==> src/rtl/fpe_pkg.sv <==
package fpe_pkg;
  localparam int ADDR_W = 16;
  localparam int DATA_W = 8;
  localparam logic [ADDR_W-1:0] PORT_ADDR = 16'h00F0;
  localparam logic [DATA_W-1:0] RD_VALUE  = '0;

  function automatic logic addr_match(input logic [ADDR_W-1:0] a);
    return a == PORT_ADDR;
  endfunction

  function automatic logic edge_fall(input logic prev, input logic cur);
    return prev & ~cur;
  endfunction

  function automatic logic edge_rise(input logic prev, input logic cur);
    return ~prev & cur;
  endfunction
endpackage

==> src/rtl/fpe_sync.sv <==
module fpe_sync #(
  parameter int STAGES = 2,
  parameter logic RST_VAL = 1'b1
) (
  input  logic clk,
  input  logic rst,
  input  logic d,
  output logic q
);
  logic [STAGES-1:0] chain;

  genvar g;
  generate
    for (g = 0; g < STAGES; g++) begin : g_stage
      always_ff @(posedge clk) begin
        if (rst) chain[g] <= RST_VAL;
        else if (g == 0) chain[g] <= d;
        else chain[g] <= chain[(g == 0) ? 0 : g-1];
      end
    end
  endgenerate

  assign q = chain[STAGES-1];
endmodule

==> src/rtl/fpe_port_dec.sv <==
module fpe_port_dec
  import fpe_pkg::*;
(
  input  logic [ADDR_W-1:0] io_addr,
  input  logic              io_wr,
  input  logic              io_rd,
  output logic              wr_hit,
  output logic              rd_hit,
  output logic [DATA_W-1:0] io_rdata
);
  assign wr_hit   = io_wr & addr_match(io_addr);
  assign rd_hit   = io_rd & addr_match(io_addr);
  assign io_rdata = rd_hit ? RD_VALUE : '0;
endmodule

==> src/rtl/fpe_handshake.sv <==
module fpe_handshake
  import fpe_pkg::*;
(
  input  logic clk,
  input  logic rst,
  input  logic err_s,
  input  logic err_en,
  input  logic wr_hit,
  output logic irq13,
  output logic ignore_n
);
  logic err_d, pend_q, ign_q;
  logic err_fall, err_rise, grant;

  assign err_fall = edge_fall(err_d, err_s);
  assign err_rise = edge_rise(err_d, err_s);
  assign grant    = wr_hit & pend_q & err_en;

  always_ff @(posedge clk) begin
    if (rst) begin
      err_d  <= 1'b1;
      pend_q <= 1'b0;
      ign_q  <= 1'b1;
    end else begin
      err_d <= err_s;
      if (grant | err_rise) pend_q <= 1'b0;
      else if (err_fall & err_en) pend_q <= 1'b1;
      if (err_rise) ign_q <= 1'b1;
      else if (grant) ign_q <= 1'b0;
    end
  end

  assign irq13    = pend_q;
  assign ignore_n = ign_q;


  irq_from_fall_chk: assert property (@(posedge clk) disable iff (rst)
    $rose(irq13) |-> $past(err_fall));

  irq_needs_en_chk: assert property (@(posedge clk) disable iff (rst)
    $rose(irq13) |-> $past(err_en));

  ignore_needs_grant_chk: assert property (@(posedge clk) disable iff (rst)
    $fell(ignore_n) |-> $past(wr_hit && pend_q && err_en));

  ignore_excl_irq_chk: assert property (@(posedge clk) disable iff (rst)
    !ignore_n |-> !irq13);

  release_on_rise_chk: assert property (@(posedge clk) disable iff (rst)
    $rose(ignore_n) |-> $past(err_rise));
endmodule

==> src/rtl/fpe_ignore_ctl.sv <==
module fpe_ignore_ctl
  import fpe_pkg::*;
#(
  parameter int SYNC_STAGES = 2
) (
  input  logic              clk,
  input  logic              rst,
  input  logic [ADDR_W-1:0] io_addr,
  input  logic              io_wr,
  input  logic              io_rd,
  input  logic [DATA_W-1:0] io_wdata,
  output logic [DATA_W-1:0] io_rdata,
  input  logic              fp_err_n,
  input  logic              err_en,
  output logic              irq13,
  output logic              ignore_n
);
  logic err_s, wr_hit, rd_hit;
  logic wdata_unused;
  assign wdata_unused = ^io_wdata;

  fpe_sync #(.STAGES(SYNC_STAGES), .RST_VAL(1'b1)) u_sync (
    .clk(clk), .rst(rst), .d(fp_err_n), .q(err_s));

  fpe_port_dec u_dec (
    .io_addr(io_addr), .io_wr(io_wr), .io_rd(io_rd),
    .wr_hit(wr_hit), .rd_hit(rd_hit), .io_rdata(io_rdata));

  fpe_handshake u_hs (
    .clk(clk), .rst(rst), .err_s(err_s), .err_en(err_en),
    .wr_hit(wr_hit), .irq13(irq13), .ignore_n(ignore_n));


  read_zero_chk: assert property (@(posedge clk) disable iff (rst)
    (rd_hit || wdata_unused || !wdata_unused) |-> io_rdata == 8'h00);
endmodule

==> config.mk <==
export PLATFORM = sky130hd
export DESIGN_NAME = fpe_ignore_ctl
export DESIGN_NICKNAME = d
export VERILOG_FILES = /design/src/rtl/fpe_pkg.sv /design/src/rtl/fpe_sync.sv /design/src/rtl/fpe_port_dec.sv /design/src/rtl/fpe_handshake.sv /design/src/rtl/fpe_ignore_ctl.sv
export SDC_FILE = /design/constraint.sdc
export NUM_CORES = 1
export LEC_CHECK = 0
export ABC_AREA = 1
export BUFFER_PORTS_ARGS = -buffer_cell sky130_fd_sc_hd__buf_2
export CAP_MARGIN = 40
export CELL_PAD_IN_SITES_DETAIL_PLACEMENT = 1
export CELL_PAD_IN_SITES_GLOBAL_PLACEMENT = 1
export CORE_MARGIN = 2
export CORE_UTILIZATION = 20
export CTS_CLUSTER_DIAMETER = 120
export DETAILED_ROUTE_END_ITERATION = 12
export PLACE_DENSITY = 0.86
export SYNTH_ARGS = -nofsm -noshare
export SYNTH_HDL_FRONTEND = slang
export SYNTH_SLANG_ARGS = --single-unit
export TNS_END_PERCENT = 10
==> constraint.sdc <==
create_clock -name clk -period 1.8 [get_ports clk]
set_clock_uncertainty 0.1 [all_clocks]
set_input_delay 0.09 -clock clk [delete_from_list [all_inputs] [get_ports clk]]
set_output_delay 0.09 -clock clk [all_outputs]
set_load 0.02 [all_outputs]
======== Word level (Yosys, flattened, before mapping) ========
Cells that the tools add are included.
storage, ports and cells
  input bits .............................. 30
  word-level logic and storage cells ...... 17
  output and inout port bits .............. 10
  bits in registers ....................... 5
cells by class
  bitwise gates (word level) .............. 9
  equality and inequality tests ........... 1
  reduce and logical (&&, ||, !) cells .... 2
operator list
  kind                                                                     count
  16-bit by 8-bit equality test with 1-bit output (second input constant)  1
  1-bit bitwise AND                                                        6
  2-bit OR reduction                                                       2
  1-bit NOT                                                                2
  1-bit OR                                                                 1

======== Logic depth before layout (Yosys ltp) ========
Gate-level depths: netlist of run 1.
  word-level depth ........................ 6
  gate-level depth with buffers ........... 7
  mapped depth without buffers ............ 7

======== By module ========
A second synthesis of run 1 with hierarchy kept.
second synthesis, totals
  cell total of the unflattened synthesis .. 54
  area, all modules ....................... 321.6 um^2
by module, submodules not included
  module         seq. area each (um^2)  instances  cells an instance  area each (um^2)
  fpe_port_dec   0.0                    1          30                 142.6
  fpe_handshake  60.1                   1          17                 120.1
  fpe_sync       40.0                   1          7                  58.8

======== Worst setup path after synthesis of run 1 ========
No wires, ideal clock.
  path type ............................... register to register
  from .................................... register u_hs.pend_q, in the netlist u_hs.irq13
  to ...................................... register u_hs.ign_q, in the netlist u_hs.ignore_n
  path buffers ............................ 0
  arrival ................................. 0.849 ns
  clock period less this slack ............ 1.062 ns
  slack ................................... 0.738 ns
  cell stages (with the launch flop) ...... 8
  setup time .............................. 0.113 ns
  required time ........................... 1.587 ns
  path through ............................ dfxtp_1 nand2_1 inv_1 nand2_1 nor2_1 nand3_1 nand2_1 nand2_1
between the ends
  cells in the longest elaborated chain, start to end .. 2
ends and longest elaborated chain
  what                             line                 source
  start: declaration               fpe_handshake.sv:12  logic err_d, pend_q, ign_q;
  start signal: assignment         fpe_handshake.sv:22  pend_q <= 1'b0;
  start signal: assignment         fpe_handshake.sv:26  if (grant | err_rise) pend_q <= 1'b0;
  start signal: assignment         fpe_handshake.sv:27  else if (err_fall & err_en) pend_q <= 1'b1;
  1-bit bitwise AND (2 in series)  fpe_handshake.sv:17  assign grant = wr_hit & pend_q & err_en;
  end signal: assignment           fpe_handshake.sv:23  ign_q <= 1'b1;
  end signal: assignment           fpe_handshake.sv:28  if (err_rise) ign_q <= 1'b1;
  end signal: assignment           fpe_handshake.sv:29  else if (grant) ign_q <= 1'b0;
  end: declaration                 fpe_handshake.sv:12
No other way between the ends.
A chain may end at the register's enable or synchronous reset.

======== Final worst setup path of run 1 ========
  from .................................... input rst
  to ...................................... register u_sync.chain[0]
RTL lines
  what                            line                 source
  start: declaration              fpe_ignore_ctl.sv:7  input logic rst,
  end signal: indexed assignment  fpe_sync.sv:18       else chain[g] <= chain[(g == 0) ? 0 : g-1];
  end: declaration                fpe_sync.sv:10       logic [STAGES-1:0] chain;
No word-level cell between the ends.

==> flow_metrics.tcl, run 1 <==
set metrics [dict create \
    cts_tree "built" \
    min_from "io_addr[12]" \
    synth.ff_latch_count 5 \
    crit_fanout 3 \
    vias 424 \
    synth_top_area_cell "dfxtp_1" \
    dieHeight_um 46.9 \
    grt_pass1_wl_um 1480 \
    start_kind "input port" \
    maxCapViolations 0 \
    post_cts.repair.setup_buffers 0 \
    crit_chain "dlygate4sd3_1, buf_2, or2_2, dlygate4sd3_1" \
    drtAntennaViolNets 0 \
    grt_util_met3_pct 4.62 \
    fp.dieArea_um2 2200 \
    fin_setup_tns_ns 0 \
    dp_hpwl_um 805 \
    wl_per_cell_um 8.23 \
    drv_slew 0 \
    num_rows 15 \
    clockBufferDepth 2 \
    clk_pin_slew_worst_paths_ns 0.04 \
    ios 40 \
    synth_edf_count 0 \
    p_total_mw 0.316 \
    hold_viol_final 0 \
    area_delta_synth_final_pct 44.6 \
    finalCriticalPeriod_ns 1.56 \
    synthTopCellsByArea "dfxtp_1 (27%), nand2_1 (18%), buf_4 (16%)" \
    cp.arrival_ns 1.59 \
    leakagePower_nw 0.308 \
    rsz0062_at_grt "false" \
    grt-ovfl-total 0 \
    gp_congestion 0.668 \
    grt_max_degree 5 \
    yosys.cell_types.count 12 \
    status "finished clean" \
    dp.cells 109 \
    drc 0 \
    slowest_stage "dlygate4sd3_1" \
    use_met2_pct 18.9 \
    drtIter0Drc 1 \
    wirelength_um 955 \
    coreArea_um2 1730 \
    regToRegStartpoint "u_hs.irq13" \
    post_dp_cell_area_um2 475 \
    final-setup-viol-count 0 \
    grt.busiest_layer "met2" \
    postLayoutCellArea_um2 532 \
    required_ns 1.82 \
    clkSinkCount 5 \
    synthArstFlopShare_pct 0 \
    yosysMostFrequentCell "nand2_1" \
    yosys_warnings 0 \
    worstSetupPathType "in2reg" \
    antennaDiodeCount 0 \
    ys.flop_type "dfxtp_1" \
    initial_core_util_pct 21.3 \
    nets 122 \
    power_density_nw_per_um2 593 \
    io_buffers 22 \
    ys_seq_area_share_pct 27.2 \
    cts_buffers 3 \
    drive_gt1_share_pct 31.9 \
    setup.worst_path.start "rst" \
    fmax_ghz 0.639 \
    yosys-top-cells-count "nand2_1 (18), nor2_1 (14), inv_1 (9), buf_4 (8), dfxtp_1 (5)" \
    grt_pass1_vias 432 \
    h-tree-depth 1 \
    finalNonFillerCells 116 \
    crit_top_cell "dlygate4sd3_1" \
    yosysTopAreaCellShare_pct 27.2 \
    die-width_um 46.9 \
    grt_usage_pct 9.63 \
    critPathMaxStageDelay_ns 0.55 \
    drt_pass1_iterations 2 \
    avgViaCountPerCell 3.66 \
    clock-root-buffer "clkbuf_4" \
    clk_latency_ns 0.24 \
    syn_avg_cell_area_um2 5.84 \
    antenna_found_initial 0 \
    use_met1_pct 8.33 \
    synthCells 63 \
    synth_area_um2 368 \
    min_period_over_period_pct 86.9 \
    peakVddDrop_mv 0.426 \
    critPathCaptureType "flip-flop" \
    min_path_type "in2reg" \
]
-- critical path, delay by kind of cell --
kind / cells / cell delay (ns)
buffers and inverters: 3 / 1.22
AND/OR/NAND/NOR: 1 / 0.28
-- area by class of cell --
| cell class | count | area, um^2 |
|---|---|---|
| fillers | 246 | 1190 |
| multi-input cells | 48 | 200 |
| repair buffers | 25 | 140 |
| flip-flops and latches | 5 | 100 |
| inverters | 9 | 33.8 |
| well taps | 25 | 31.3 |
| clock buffers | 4 | 26.3 |
-- layout by cell type (no fill, tap or decap) --
master,synthesis,layout
a31o_2,1,1
buf_2,0,22
clkbuf_1,0,1
clkbuf_4,0,3
conb_1,1,8
dfxtp_1,5,5
dlygate4sd3_1,0,3
inv_1,9,9
nand2_1,18,18
nand3_1,2,2
nand3b_1,1,1
nor2_1,14,14
nor2_2,1,1
nor3_1,1,1
or2_2,2,2
-- metrics by stage --
step | hold slack [ns] | utilization (%) | worst slack (ns)
5_1_grt | 0.0942 | 30.8 | 0.230
4_1_cts | 0.0652 | 30.8 | 0.259
2_1_floorplan | 0.0938 | - | 0.738
3_5_place_dp | 0.179 | 27.5 | 0.756
3_3_place_gp | 0.173 | 27.5 | 0.772
6_report | 0.0704 | 30.8 | 0.236
-- power by group --
| part | switching, mW | internal (mW) | leakage [nW] |
|---|---|---|---|
| clock | 0.0460 | 0.0838 | 0.0150 |
| combinational | 0.0394 | 0.0299 | 0.252 |
| sequential | 0.00163 | 0.115 | 0.0410 |
| total | 0.0871 | 0.228 | 0.308 |
-- final timing paths --
| path | to | slack (ns) | cells after the start |
|---|---|---|---|
| setup / recovery | u_sync.chain[0] | 0.24 | 4 |
| hold / removal | u_hs.ignore_n | 0.07 | 5 |
| setup reg to reg | u_hs.ignore_n | 0.78 | 7 |
| hold reg to reg | u_sync.q | 0.31 | 1 |
-- repair_timing --
action	4_1_cts	5_1_grt
resized for setup	0	0
hold buffers	3	0
hold endpoints to repair	3	0
-- state kept, by name (all words and copies together) (netlist names) --
| name | flops |
|---|---|
| u_hs.irq13 | 1 |
| u_sync.q | 1 |
| u_hs.err_d | 1 |
| u_sync.chain | 1 |
| u_hs.ignore_n | 1 |
-- layer usage --
layer | vias to the layer above | part of all wire, %
li1 | 225 | -
met1 | 178 | 40
met2 | 21 | 51
met3 | 0 | 8.9
met4 | 0 | 0
met5 | - | 0
-- cell families after synthesis --
| logic type | synth area share (%) |
|---|---|
| and+or+nand+nor | 43.9 |
| buffers and inverters | 25.5 |
| DFF | 27.2 |
| AOI/OAI and AO/OA | 2.38 |
| other | 1.02 |
Note: power is estimated with default switching activity, not from simulation.
==> inputs of run 2 (changes only) <==
- SETUP_SLACK_MARGIN: unset -> 0.5
==> run 2 against run 1 <==
  * Critical path depth increased by 3
  * Highest routed layer unchanged
  * Final cell count decreased by 0.86%
  * Largest cell class unchanged
  * Sequential share of layout area increased by 0.36 points
==> flow_metrics.tcl, run 2 (synthesized netlist as in run 1, its figures left out) <==
set metrics [dict create \
    clk_latency_ns 0.24 \
    drive_gt1_share_pct 32.2 \
    cts_tree "built" \
    initial_core_util_pct 21.3 \
    num_rows 15 \
    drtIter0Drc 1 \
    hold_viol_final 0 \
    dp.cells 109 \
    clk_pin_slew_worst_paths_ns 0.04 \
    clockBufferDepth 2 \
    multi_input_area_um2 200 \
    vias 420 \
    seqPwrFrac_pct 37.1 \
    start_kind "input port" \
    crit_top_cell "nand2_1" \
    final-setup-viol-count 0 \
    ios 40 \
    wirelength_um 949 \
    p_sw_share_pct 27.7 \
    grt_max_degree 5 \
    ff_latch_area_um2 100 \
    grt_usage_pct 9.55 \
    cts_buffers 3 \
    drv_slew 0 \
    crit_fanout 3 \
    peakVddDrop_mv 0.427 \
    layout_commonest_cell "buf_2" \
    grt_pass1_wl_um 1460 \
    fin_setup_tns_ns 0 \
    mostFrequentLayoutCells "buf_2 (22), nand2_1 (18), nor2_1 (14)" \
    nets 121 \
    h-tree-depth 1 \
    antennaDiodeCount 0 \
    grt-ovfl-total 0 \
    fmax_ghz 0.978 \
    drtAntennaViolNets 0 \
    min_period_over_period_pct 56.8 \
    rsz0062_at_grt "false" \
    avgViaCountPerCell 3.65 \
    area_delta_synth_final_pct 41.8 \
    final_core_util_pct 30.2 \
    worstSetupPathType "in2reg" \
    status "finished clean" \
    min_path_type "in2reg" \
    critPathMaxStageDelay_ns 0.54 \
    critPathCaptureType "flip-flop" \
    internal_power_mw 0.227 \
    grt_pass1_vias 429 \
    wl_per_cell_um 8.25 \
    die-width_um 46.9 \
    finalNonFillerCells 115 \
    maxCapViolations 0 \
    r2r_cells 7 \
    antenna_found_initial 0 \
    switchingPower_mw 0.0870 \
    dp_hpwl_um 805 \
    clkSinkCount 5 \
    p_comb_share_pct 21.6 \
    slowest_stage "dlygate4sd3_1" \
    coreArea_um2 1730 \
    gp_congestion 0.668 \
    cp.arrival_ns 1.10 \
    required_ns 1.88 \
    dieHeight_um 46.9 \
    clock-root-buffer "clkbuf_4" \
    leakagePower_nw 0.305 \
    io_buffers 22 \
    clkPwrFrac_pct 41.4 \
    fp.dieArea_um2 2200 \
    crit_chain "dlygate4sd3_1, buf_2, inv_1, nand2_1, nand2_1, nand2_1, nor2_1" \
    fill_cells 246 \
    drc 0 \
    finalCriticalPeriod_ns 1.02 \
    drt_pass1_iterations 2 \
    min_path_cells 5 \
    power_density_nw_per_um2 602 \
]
## run 2: cell types whose count changed in the layout (fill, tap and decap cells not counted)
cell	previous run	this run
dlygate4sd3_1	3	2
## run 2: area by class of cell
cell class	instances	area share (%)
multi-input combinational	48	38.4
timing repair buffer	24	24.9
inverter	9	6.47
tap	25	6.00
sequential	5	19.2
clock buffer	4	5.04
## run 2: timing repair
action | CTS | global route
setup endpoints to repair | 0 | 0
endpoints found under the hold margin | 3 | 0
buffers inserted | 0 | 0
resized for setup | 0 | 0
hold buffers | 2 | 0
## run 2: per-layer routing
| metal | vias up | routed length, um | track usage, % |
|---|---|---|---|
| met5 | - | 0 | 0 |
| met4 | 0 | 0 | 3.33 |
| met3 | 0 | 89 | 4.62 |
| met2 | 21 | 482 | 18.9 |
| met1 | 176 | 377 | 8.10 |
| li1 | 223 | - | - |
## run 2: power groups by stage
stage	clock [mW]	sequential [mW]	combinational, mW
6_report	0.130	0.116	0.0677
5_1_grt	0.149	0.116	0.0764
4_1_cts	0.137	0.116	0.0680
3_5_place_dp	0	0.118	0.0646
3_3_place_gp	0	0.118	0.0616
2_1_floorplan	0	0.119	0.0465
## run 2: worst max-delay path, delay by kind of cell
family | cells | cell delay [ns]
buf+inv | 3 | 0.73
simple gates | 4 | 0.28
## run 2: final timing paths
| check | start | endpoint | slack, ns |
|---|---|---|---|
| max | rst | u_hs.irq13 | 0.78 |
| min | io_addr[12] | u_hs.ignore_n | 0.07 |
| min reg2reg | u_sync.chain[0] | u_sync.q | 0.31 |
| max reg2reg | u_hs.irq13 | u_hs.ignore_n | 0.78 |
## run 2: through the flow
stage                     instance area [um^2]  setup slack [ns]  power (mW)  hold slack (ns)
after global placement                     475             0.772       0.180            0.173
after CTS                                  522             0.747       0.322           0.0652
after detailed placement                   475             0.756       0.183            0.179
final                                      522             0.777       0.314           0.0704
after global routing                       522             0.685       0.341           0.0942
after floorplan                            394             0.738       0.166           0.0938
==> inputs of run 3 (changes only) <==
- CORE_UTILIZATION: 20 -> 19
- PLACE_DENSITY: 0.86 -> 0.82
- clock period: 1.8 -> 1.02 ns (I/O delays scaled with it)
==> run 3 against run 2 <==
  * The flow now finishes with violations (hold timing)
  * Final cell count is 1.7% lower
  * Non-clock buffer count decreased by 2
  * Clock-buffer cell count unchanged
  * Flip-flop and latch count stayed put
  * Setup slack got worse by 0.72 ns
  * Design area decreased by 0.96%
  * Combinational power is 70% higher
  * Global-route usage shrank 0.65 points
  * Die area grew 4.8%
  * Clock power rose by 78%
  * Critical path type is now reg2reg
  * Critical endpoint is now u_hs.ignore_n
==> flow_metrics.tcl, run 3 (synthesized netlist as in run 1, its figures left out) <==
set metrics [dict create \
    finalNonFillerCells 113 \
    min_from "fp_err_n" \
    area_delta_synth_final_pct 40.5 \
    h-tree-depth 1 \
    hold_viol_final 3 \
    worstSetupPathType "reg2reg" \
    post_cts.repair.setup_buffers 0 \
    status "finished, violations left" \
    power_density_nw_per_um2 1070 \
    multi_input_area_um2 205 \
    cts_buffers 3 \
    num_rows 15 \
    drt_pass1_iterations 3 \
    ff_latch_area_um2 104 \
    grt_max_degree 5 \
    setup.worst_path.start "u_hs.irq13" \
    r2r_setup_slack_ns 0.06 \
    wl_per_cell_um 7.71 \
    start_kind "flip-flop" \
    final-setup-viol-count 0 \
    r2r-end "u_hs.ignore_n" \
    antenna_found_initial 0 \
    rsz0062_at_grt "true" \
    p_total_mw 0.551 \
    clk_pin_slew_worst_paths_ns 0.05 \
    mostFrequentLayoutCells "buf_2 (21), nand2_1 (17), nor2_1 (14)" \
    vias 429 \
    grt-ovfl-total 0 \
    drive_gt1_share_pct 36.4 \
    layout_commonest_cell "buf_2" \
    clockBufferDepth 2 \
    maxCapViolations 0 \
    fin_setup_tns_ns 0 \
    crit_fanout 4 \
    grt_usage_pct 8.90 \
    worstSetupEndpoint "u_hs.ignore_n" \
    r2r_cells 7 \
    fp.dieArea_um2 2300 \
    io_buffers 22 \
    clkSinkCount 5 \
    clk_latency_ns 0.24 \
    cp.arrival_ns 1.00 \
    post_dp_cell_area_um2 479 \
    drtAntennaViolNets 0 \
    final_core_util_pct 29.0 \
    cts_tree "built" \
    gp_congestion 0.685 \
    wirelength_um 871 \
    fmax_ghz 1.04 \
    dp.cells 109 \
    drtIter0Drc 1 \
    antennaDiodeCount 0 \
    finalCriticalPeriod_ns 0.964 \
    violations "hold timing" \
    clock-root-buffer "clkbuf_4" \
    dp_hpwl_um 793 \
    timing.hold.ws_ns -0.108 \
    grt_pass1_wl_um 1410 \
    drc 0 \
    grt_pass1_vias 378 \
    postLayoutCellArea_um2 517 \
    leakagePower_nw 0.301 \
    nets 119 \
    avgViaCountPerCell 3.80 \
    required_ns 1.06 \
    drv_slew 0 \
    coreArea_um2 1780 \
    ios 40 \
    fill_cells 247 \
    critPathCaptureType "flip-flop" \
    min_period_over_period_pct 94.5 \
    regToRegStartpoint "u_hs.irq13" \
    dieHeight_um 48 \
    min_path_type "in2reg" \
    initial_core_util_pct 20.6 \
    peakVddDrop_mv 0.658 \
    die-width_um 48 \
]
==> run 3: where the power goes <==
group / internal [mW] / total [mW] / switching [mW]
clock network: 0.148 / 0.232 / 0.0835
logic: 0.0465 / 0.115 / 0.0681
registers: 0.201 / 0.204 / 0.00330
==> run 3: worst min-delay path by stage <==
| stage | endpoint | slack (ns) | cells after the start |
|---|---|---|---|
| 2_1_floorplan | u_sync.chain[0] | 0.05 | 1 |
| 3_3_place_gp | u_sync.chain[0] | 0.14 | 2 |
| 3_5_place_dp | u_sync.chain[0] | 0.14 | 2 |
| 4_1_cts | u_sync.chain[0] | -0.11 | 2 |
| 5_1_grt | u_sync.chain[0] | -0.12 | 2 |
| 6_report | u_sync.chain[0] | -0.11 | 2 |
==> run 3: metal layers <==
layer	part of all wire, %	GRT usage, %
met1	38	9.35
met3	10	4.53
met2	51	15.2
met5	0	0
met4	0	3.24
==> run 3: stage by stage <==
stage,hold WS [ns],setup slack (ns)
after floorplan,0.0548,0.0873
after global placement,0.135,0.0465
after detailed placement,0.141,0.0349
after CTS,-0.112,0.0325
after global routing,-0.117,-0.0663
final,-0.108,0.0562
==> run 3: final cells by class <==
| cell class | count | area share, % |
|---|---|---|
| well taps | 25 | 6.05 |
| multi-input cells | 48 | 39.7 |
| repair buffers | 22 | 22.5 |
| inverters | 9 | 6.54 |
| clock buffers | 4 | 5.08 |
| flip-flops and latches | 5 | 20.1 |
==> run 3: repair_timing <==
action | in CTS | in global routing
endpoints found under the hold margin | 3 | 3
pin swaps | 0 | 5
resized for setup | 0 | 5
endpoints found under the setup margin | 6 | 6
==> run 3: worst max-delay path, stage by stage, from the launching register on <==
cell	delay, ns
dfxtp_4	0.35
nand2_2	0.05
inv_2	0.04
nand2_1	0.04
nor2_1	0.10
nand3_1	0.07
nand2_1	0.07
nand2_1	0.04
